`config.mk`:
```
export PLATFORM = sky130hd
export DESIGN_NAME = pulse_width_timer
export DESIGN_NICKNAME = d
export VERILOG_FILES = /design/src/rtl/pwt_pkg.sv /design/src/rtl/pwt_sync_edge.sv /design/src/rtl/pwt_counter.sv /design/src/rtl/pwt_ctrl.sv /design/src/rtl/pulse_width_timer.sv
export SDC_FILE = /design/constraint.sdc
export NUM_CORES = 1
export LEC_CHECK = 0
export ABC_CLOCK_PERIOD_IN_PS = 2900
export CAP_MARGIN = 10
export CORE_MARGIN = 2
export CORE_UTILIZATION = 54
export CTS_BUF_LIST = sky130_fd_sc_hd__clkbuf_8 sky130_fd_sc_hd__clkbuf_16
export CTS_CLUSTER_SIZE = 20
export DETAILED_ROUTE_END_ITERATION = 10
export HOLD_SLACK_MARGIN = 0.03
export PLACE_DENSITY = 0.77
export REMOVE_ABC_BUFFERS = 1
export SETUP_SLACK_MARGIN = 0.4
export SYNTH_ARGS = -nofsm -noshare
export SYNTH_HDL_FRONTEND = slang
export SYNTH_HIERARCHICAL = 1
export SYNTH_SLANG_ARGS = --single-unit
```
`constraint.sdc`:
```
create_clock -name clk -period 2.9 [get_ports clk]
set_clock_uncertainty 0.1 [all_clocks]
set_input_delay 0.87 -clock clk [delete_from_list [all_inputs] [get_ports clk]]
set_output_delay 0.87 -clock clk [all_outputs]
set_load 0.02 [all_outputs]
```
`src/rtl/pwt_pkg.sv`:
```
package pwt_pkg;

    typedef enum logic [1:0] {
        ST_IDLE    = 2'd0,
        ST_MEASURE = 2'd1,
        ST_REPORT  = 2'd2
    } pwt_state_e;

endpackage

```
`src/rtl/pwt_sync_edge.sv`:
```
module pwt_sync_edge #(
    parameter int STAGES = 2
) (
    input  logic clk,
    input  logic rst_n,
    input  logic din,
    output logic level_o,
    output logic fall_o
);

    logic [STAGES-1:0] sync_q;
    logic              prev_q;

    always_ff @(posedge clk or negedge rst_n) begin
        if (!rst_n) begin
            sync_q <= '0;
            prev_q <= 1'b0;
        end else begin
            sync_q <= {sync_q[STAGES-2:0], din};
            prev_q <= sync_q[STAGES-1];
        end
    end

    assign level_o = sync_q[STAGES-1];
    assign fall_o  = prev_q & ~sync_q[STAGES-1];

endmodule

```
`src/rtl/pwt_counter.sv`:
```
module pwt_counter #(
    parameter int CNT_W = 16,
    parameter int OVF_W = 8
) (
    input  logic             clk,
    input  logic             rst_n,
    input  logic             inc,
    input  logic             clr,
    output logic [CNT_W-1:0] cnt_nx,
    output logic [OVF_W-1:0] ovf_nx,
    output logic             err_o
);

    localparam logic [CNT_W-1:0] CNT_MAX = {CNT_W{1'b1}};
    localparam logic [OVF_W-1:0] OVF_MAX = {OVF_W{1'b1}};

    logic [CNT_W-1:0] cnt_q;
    logic [OVF_W-1:0] ovf_q;
    logic             err_q;
    logic             wrap;
    logic             err_nx;

    always_comb begin
        wrap   = inc && (cnt_q == CNT_MAX);
        cnt_nx = cnt_q + CNT_W'(inc);
        ovf_nx = ovf_q;
        err_nx = err_q;
        if (wrap) begin
            if (ovf_q == OVF_MAX) begin
                err_nx = 1'b1;
            end else begin
                ovf_nx = ovf_q + OVF_W'(1);
            end
        end
    end

    always_ff @(posedge clk or negedge rst_n) begin
        if (!rst_n) begin
            cnt_q <= '0;
            ovf_q <= '0;
            err_q <= 1'b0;
        end else begin
            cnt_q <= clr ? '0 : cnt_nx;
            ovf_q <= clr ? '0 : ovf_nx;
            err_q <= err_nx;
        end
    end

    assign err_o = err_q;

    AST_ERR_STICKY: assert property (@(posedge clk) disable iff (!rst_n)
        err_q |=> err_q);
    AST_OVF_NO_WRAP: assert property (@(posedge clk) disable iff (!rst_n)
        (ovf_q == OVF_MAX && !clr) |=> (ovf_q == OVF_MAX));
    AST_CLR_RESTART: assert property (@(posedge clk) disable iff (!rst_n)
        clr |=> (cnt_q == '0 && ovf_q == '0));

endmodule

```
`src/rtl/pwt_ctrl.sv`:
```
module pwt_ctrl
    import pwt_pkg::*;
#(
    parameter int CNT_W      = 16,
    parameter int OVF_W      = 8,
    parameter int NUM_PULSES = 1,
    parameter int PC_W       = 1
) (
    input  logic             clk,
    input  logic             rst_n,
    input  logic             fall,
    input  logic [CNT_W-1:0] cnt_nx,
    input  logic [OVF_W-1:0] ovf_nx,
    output logic             measuring_o,
    output logic             clr_o,
    output logic             valid_o,
    output logic [CNT_W-1:0] width_o,
    output logic [OVF_W-1:0] ovf_o,
    output logic [PC_W-1:0]  pulses_o
);

    localparam logic [PC_W-1:0] LAST_IDX = PC_W'(NUM_PULSES - 1);

    pwt_state_e      state_q, state_d;
    logic [PC_W-1:0] pulses_q, pulses_d;
    logic            latch;

    always_comb begin
        state_d  = state_q;
        pulses_d = pulses_q;
        latch    = 1'b0;
        unique case (state_q)
            ST_IDLE: begin
                if (fall) state_d = ST_MEASURE;
            end
            ST_MEASURE: begin
                if (fall) begin
                    if (pulses_q == LAST_IDX) begin
                        latch    = 1'b1;
                        pulses_d = '0;
                        state_d  = ST_REPORT;
                    end else begin
                        pulses_d = pulses_q + PC_W'(1);
                    end
                end
            end
            ST_REPORT: begin
                state_d = ST_MEASURE;
            end
            default: state_d = ST_IDLE;
        endcase
    end

    always_ff @(posedge clk or negedge rst_n) begin
        if (!rst_n) begin
            state_q  <= ST_IDLE;
            pulses_q <= '0;
        end else begin
            state_q  <= state_d;
            pulses_q <= pulses_d;
        end
    end

    always_ff @(posedge clk or negedge rst_n) begin
        if (!rst_n) begin
            width_o  <= '0;
            ovf_o    <= '0;
            pulses_o <= '0;
        end else if (latch) begin
            width_o  <= cnt_nx;
            ovf_o    <= ovf_nx;
            pulses_o <= pulses_q + PC_W'(1);
        end
    end

    assign measuring_o = (state_q != ST_IDLE);
    assign clr_o       = latch;
    assign valid_o     = (state_q == ST_REPORT);

    AST_VALID_ONE_CYCLE: assert property (@(posedge clk) disable iff (!rst_n)
        valid_o |=> !valid_o);
    AST_VALID_AFTER_FALL: assert property (@(posedge clk) disable iff (!rst_n)
        $rose(valid_o) |-> $past(fall));
    AST_IDLE_HOLDS: assert property (@(posedge clk) disable iff (!rst_n)
        (state_q == ST_IDLE && !fall) |=> (state_q == ST_IDLE));
    AST_PULSE_INDEX: assert property (@(posedge clk) disable iff (!rst_n)
        pulses_q <= LAST_IDX);

endmodule

```
`src/rtl/pulse_width_timer.sv`:
```
module pulse_width_timer #(
    parameter int  CNT_W       = 16,
    parameter int  OVF_W       = 8,
    parameter int  NUM_PULSES  = 1,
    parameter bit  PERIOD_MODE = 1'b0,
    localparam int PC_W        = $clog2(NUM_PULSES + 1)
) (
    input  logic             clk,
    input  logic             rst_n,
    input  logic             pulse_in,
    output logic [CNT_W-1:0] width_o,
    output logic [OVF_W-1:0] ovf_cnt_o,
    output logic [PC_W-1:0]  pulses_o,
    output logic             valid_o,
    output logic             ovf_err_o
);

    logic             level;
    logic             fall;
    logic             gate;
    logic             measuring;
    logic             clr;
    logic [CNT_W-1:0] cnt_nx;
    logic [OVF_W-1:0] ovf_nx;

    pwt_sync_edge #(.STAGES(2)) u_sync (
        .clk     (clk),
        .rst_n   (rst_n),
        .din     (pulse_in),
        .level_o (level),
        .fall_o  (fall)
    );

    generate
        if (PERIOD_MODE) begin : g_period
            assign gate = 1'b1;
        end else begin : g_high
            assign gate = level;
        end
    endgenerate

    pwt_counter #(.CNT_W(CNT_W), .OVF_W(OVF_W)) u_cnt (
        .clk    (clk),
        .rst_n  (rst_n),
        .inc    (measuring & gate),
        .clr    (clr),
        .cnt_nx (cnt_nx),
        .ovf_nx (ovf_nx),
        .err_o  (ovf_err_o)
    );

    pwt_ctrl #(
        .CNT_W      (CNT_W),
        .OVF_W      (OVF_W),
        .NUM_PULSES (NUM_PULSES),
        .PC_W       (PC_W)
    ) u_ctrl (
        .clk         (clk),
        .rst_n       (rst_n),
        .fall        (fall),
        .cnt_nx      (cnt_nx),
        .ovf_nx      (ovf_nx),
        .measuring_o (measuring),
        .clr_o       (clr),
        .valid_o     (valid_o),
        .width_o     (width_o),
        .ovf_o       (ovf_cnt_o),
        .pulses_o    (pulses_o)
    );

endmodule

```
==> impl_metrics.json <==
{
  "placed_wire_length_estimate_after_detailed_placement_um": 3100,
  "htreeDepth": 2,
  "fraction_of_power_consumed_by_the_clock_network_pct": 25.7,
  "yosysWarningCount": 6,
  "die_y_um": 74.2,
  "max_stage_delay_ns": 0.62,
  "antenna-diode-count": 0,
  "floorplan.rows": 25,
  "cts_tree": "done",
  "worst_ir_drop_vdd_mv": 0.460,
  "synth_flop_cell": "dfrtp_1",
  "worst-r2r-cell-count": 5,
  "clock_tree.root_cell": "clkbuf_8",
  "count_of_buffers_from_port_buffering": 29,
  "cts_setup_buffers": 0,
  "routed_wl_um": 4470,
  "clk_transition_reported_paths_ns": 0.10,
  "fillCellCount": 382,
  "clkSinkCount": 55,
  "tns_ns": 0,
  "crit_path_top_delay_cell": "clkdlybuf4s50_1",
  "maxCapViolCount": 0,
  "crit_chain": "clkdlybuf4s50_1",
  "final_max_tran_viols": 0,
  "timing.hold.worst_path_depth": 0,
  "dr_total_vias": 1678,
  "power_report.internal_total_mw": 1.17,
  "cts.path.max_buffers": 2,
  "seqPwrFrac_pct": 53.7,
  "wire_length_of_the_first_global_routing_pass_um": 7680,
  "initialDrtViolationCount": 118,
  "critPathKind": "reg -> out",
  "final_hold_viols": 0,
  "timing.hold.worst.class": "reg -> reg",
  "dpl_cell_area_mm2": 0.00296,
  "cp_num_buf_inv": 1,
  "report.power.total_mw": 1.63,
  "status": "completed",
  "gp_congestion": 0.775,
  "cellLeakagePower_nw": 1.48,
  "synth_area_mm2": 0.00266,
  "synth-seq-area-share_pct": 51.8,
  "critical_path_cell_count": 1,
  "post_synth_inst_count": 217,
  "coreArea_mm2": 0.00472,
  "maxClockFrequency_mhz": 436,
  "worst_slew_pin_slew_ns": 0.618,
  "layout-area-overhead-vs-synth_pct": 14.7,
  "design.portCount": 30,
  "synth.avg_cell_area_um2": 12.2,
  "rsz0062_at_grt": "no",
  "post-route-min-period_ns": 2.30,
  "grt_antenna_before_repair": 0,
  "grt_overflow_total": 0,
  "worst_slew_margin_rel_pct": 58.7,
  "cp-start-kind": "register",
  "final_cell_area_mm2": 0.00305,
  "fp.dieW_um": 74.2,
  "netSwitchingFraction_pct": 28.5,
  "most-common-layout-cells": "55 x dfrtp_1, 27 x clkdlybuf4s50_1, 17 x mux2_4, 16 x nor2b_1",
  "route.detailed.wl_per_inst_um": 14.2,
  "first_pass_iters": 4,
  "timing.final.crit_share_pct": 79.2,
  "netSwitchingPower_mw": 0.465,
  "floorplan.die_area_mm2": 0.00550,
  "worstPathMaxFanout": 2,
  "fin_worst_hold_slack_ns": 0.269,
  "start_util_pct": 56.3,
  "power.combinational.fraction_pct": 20.6,
  "detail-route-antenna-nets": 0,
  "yosysUniqueCellTypes": 42,
  "cts_made_buffers": 5,
  "endpoint_kind": "output pin",
  "setup_viol": 0,
  "critical_path_arrival_ns": 1.33,
  "powerDensity_mw_per_mm2": 536,
  "layout-drive-gt1-share_pct": 19.8,
  "clk_latency_ns": 0.31,
  "synth_edf_count": 0,
  "mostFrequentLayoutCell": "dfrtp_1",
  "asyncSetResetFlopFracSynth_pct": 100,
  "post-route-drc-count": 0,
  "number_of_global_route_vias_before_repair": 1598,
  "final_net_count": 252,
  "worst_path_dominant_cell_family": "buffers and inverters",
  "required_ns": 1.93,
  "maximum_number_of_pins_on_one_net_before_global_route_repair": 29,
  "viasPerCell": 5.34,
  "grt_util_all_layers_pct": 18.5,
  "ys_ff_latch": 55
}
[power groups by stage]
stage | registers (mW) | clock network [mW] | logic, mW
6_report | 0.876 | 0.420 | 0.336
5_1_grt | 0.888 | 0.467 | 0.369
3_3_place_gp | 0.888 | 0 | 0.337
2_1_floorplan | 0.918 | 0 | 0.189
3_5_place_dp | 0.891 | 0 | 0.342
4_1_cts | 0.876 | 0.433 | 0.343
[path summary, 6_finish.rpt]
kind / to / slack [ns] / start
worst max register to register: u_ctrl/ovf_o[7] / 0.71 / u_cnt/cnt_q[1]
min in group asynchronous: u_ctrl/width_o[5] / 0.45 / rst_n
max in group asynchronous: u_cnt/ovf_q[7] / 1.97 / rst_n
worst min-delay path: u_sync/sync_q[1] / 0.27 / u_sync/sync_q[0]
worst max-delay path: width_o[15] / 0.60 / u_ctrl/width_o[15]
worst min register to register: u_sync/sync_q[1] / 0.27 / u_sync/sync_q[0]
[logic make-up (layout without fill, tap and decap cells)]
family,after synthesis,in the layout,share of synthesized area [%]
flops,55,55,51.8
compound gates,19,19,4.47
simple gates,80,80,18.5
mux,28,28,14.3
buf+inv,16,46,4.28
xor+xnor,16,16,5.27
fa+ha+maj,3,3,1.41
[state kept, by name, summed over array words and instances (netlist names)]
signal and count:
u_cnt/ovf_q 8, u_ctrl/width_o 16, u_ctrl/state_q 2, u_cnt/err_o 1, u_ctrl/pulses_o 1, u_cnt/cnt_q 16
u_ctrl/ovf_o 8, u_sync/prev_q 1, u_sync/sync_q 2
[Yosys cell counts, types with 2 or more instances]
library cell	instances	area share, %
dfrtp_1	55	52
mux2_4	17	9.6
nor2b_1	16	3.8
nand2_1	12	1.7
xnor2_1	12	4.0
mux2_2	11	4.7
nand3_1	9	1.7
a21oi_1	7	1.3
nor2_1	7	0.99
inv_1	5	0.71
nand4_1	5	1.2
or3_1	5	1.2
and3_1	4	0.94
and4_1	4	1.3
clkbuf_1	4	0.56
o21ai_0	4	0.75
xor2_1	4	1.3
buf_4	3	0.85
ha_1	3	1.4
or2_2	3	0.71
and2_1	2	0.47
buf_6	2	0.85
nand2b_1	2	0.47
nor4_1	2	0.47
o31ai_1	2	0.56
[metrics by stage]
| step | instances | util, % | setup WS, ns |
|---|---|---|---|
| CTS | 314 | 64.5 | 0.587 |
| detailed placement | 306 | 62.7 | 0.719 |
| global route | 314 | 64.5 | 0.486 |
| finish | 314 | 64.5 | 0.604 |
| floorplan | 206 | - | 0.137 |
| global placement | 306 | 62.7 | 0.759 |
[per-layer routing]
layer | GRT usage, % | wire length (um)
met1 | 24.7 | 2150
met2 | 29.7 | 2090
met3 | 4.88 | 168
met4 | 5.86 | 55
met5 | 0 | 0
[what timing repair did]
item,CTS,global route
gates resized for setup,1,0
endpoints found under the setup margin,1,0
hold buffers,0,0
[final cells by class]
type / count / area [um2] / area share, %
Inverter: 5 / 18.8 / 0.616
Multi-Input combinational cell: 146 / 1170 / 38.3
Clock buffer: 5 / 68.8 / 2.26
Sequential cell: 55 / 1380 / 45.2
Clock inverter: 3 / 18.8 / 0.616
Tap cell: 67 / 83.8 / 2.75
Timing Repair Buffer: 33 / 314 / 10.3
No activity file was read; power rests on OpenSTA's default activity.
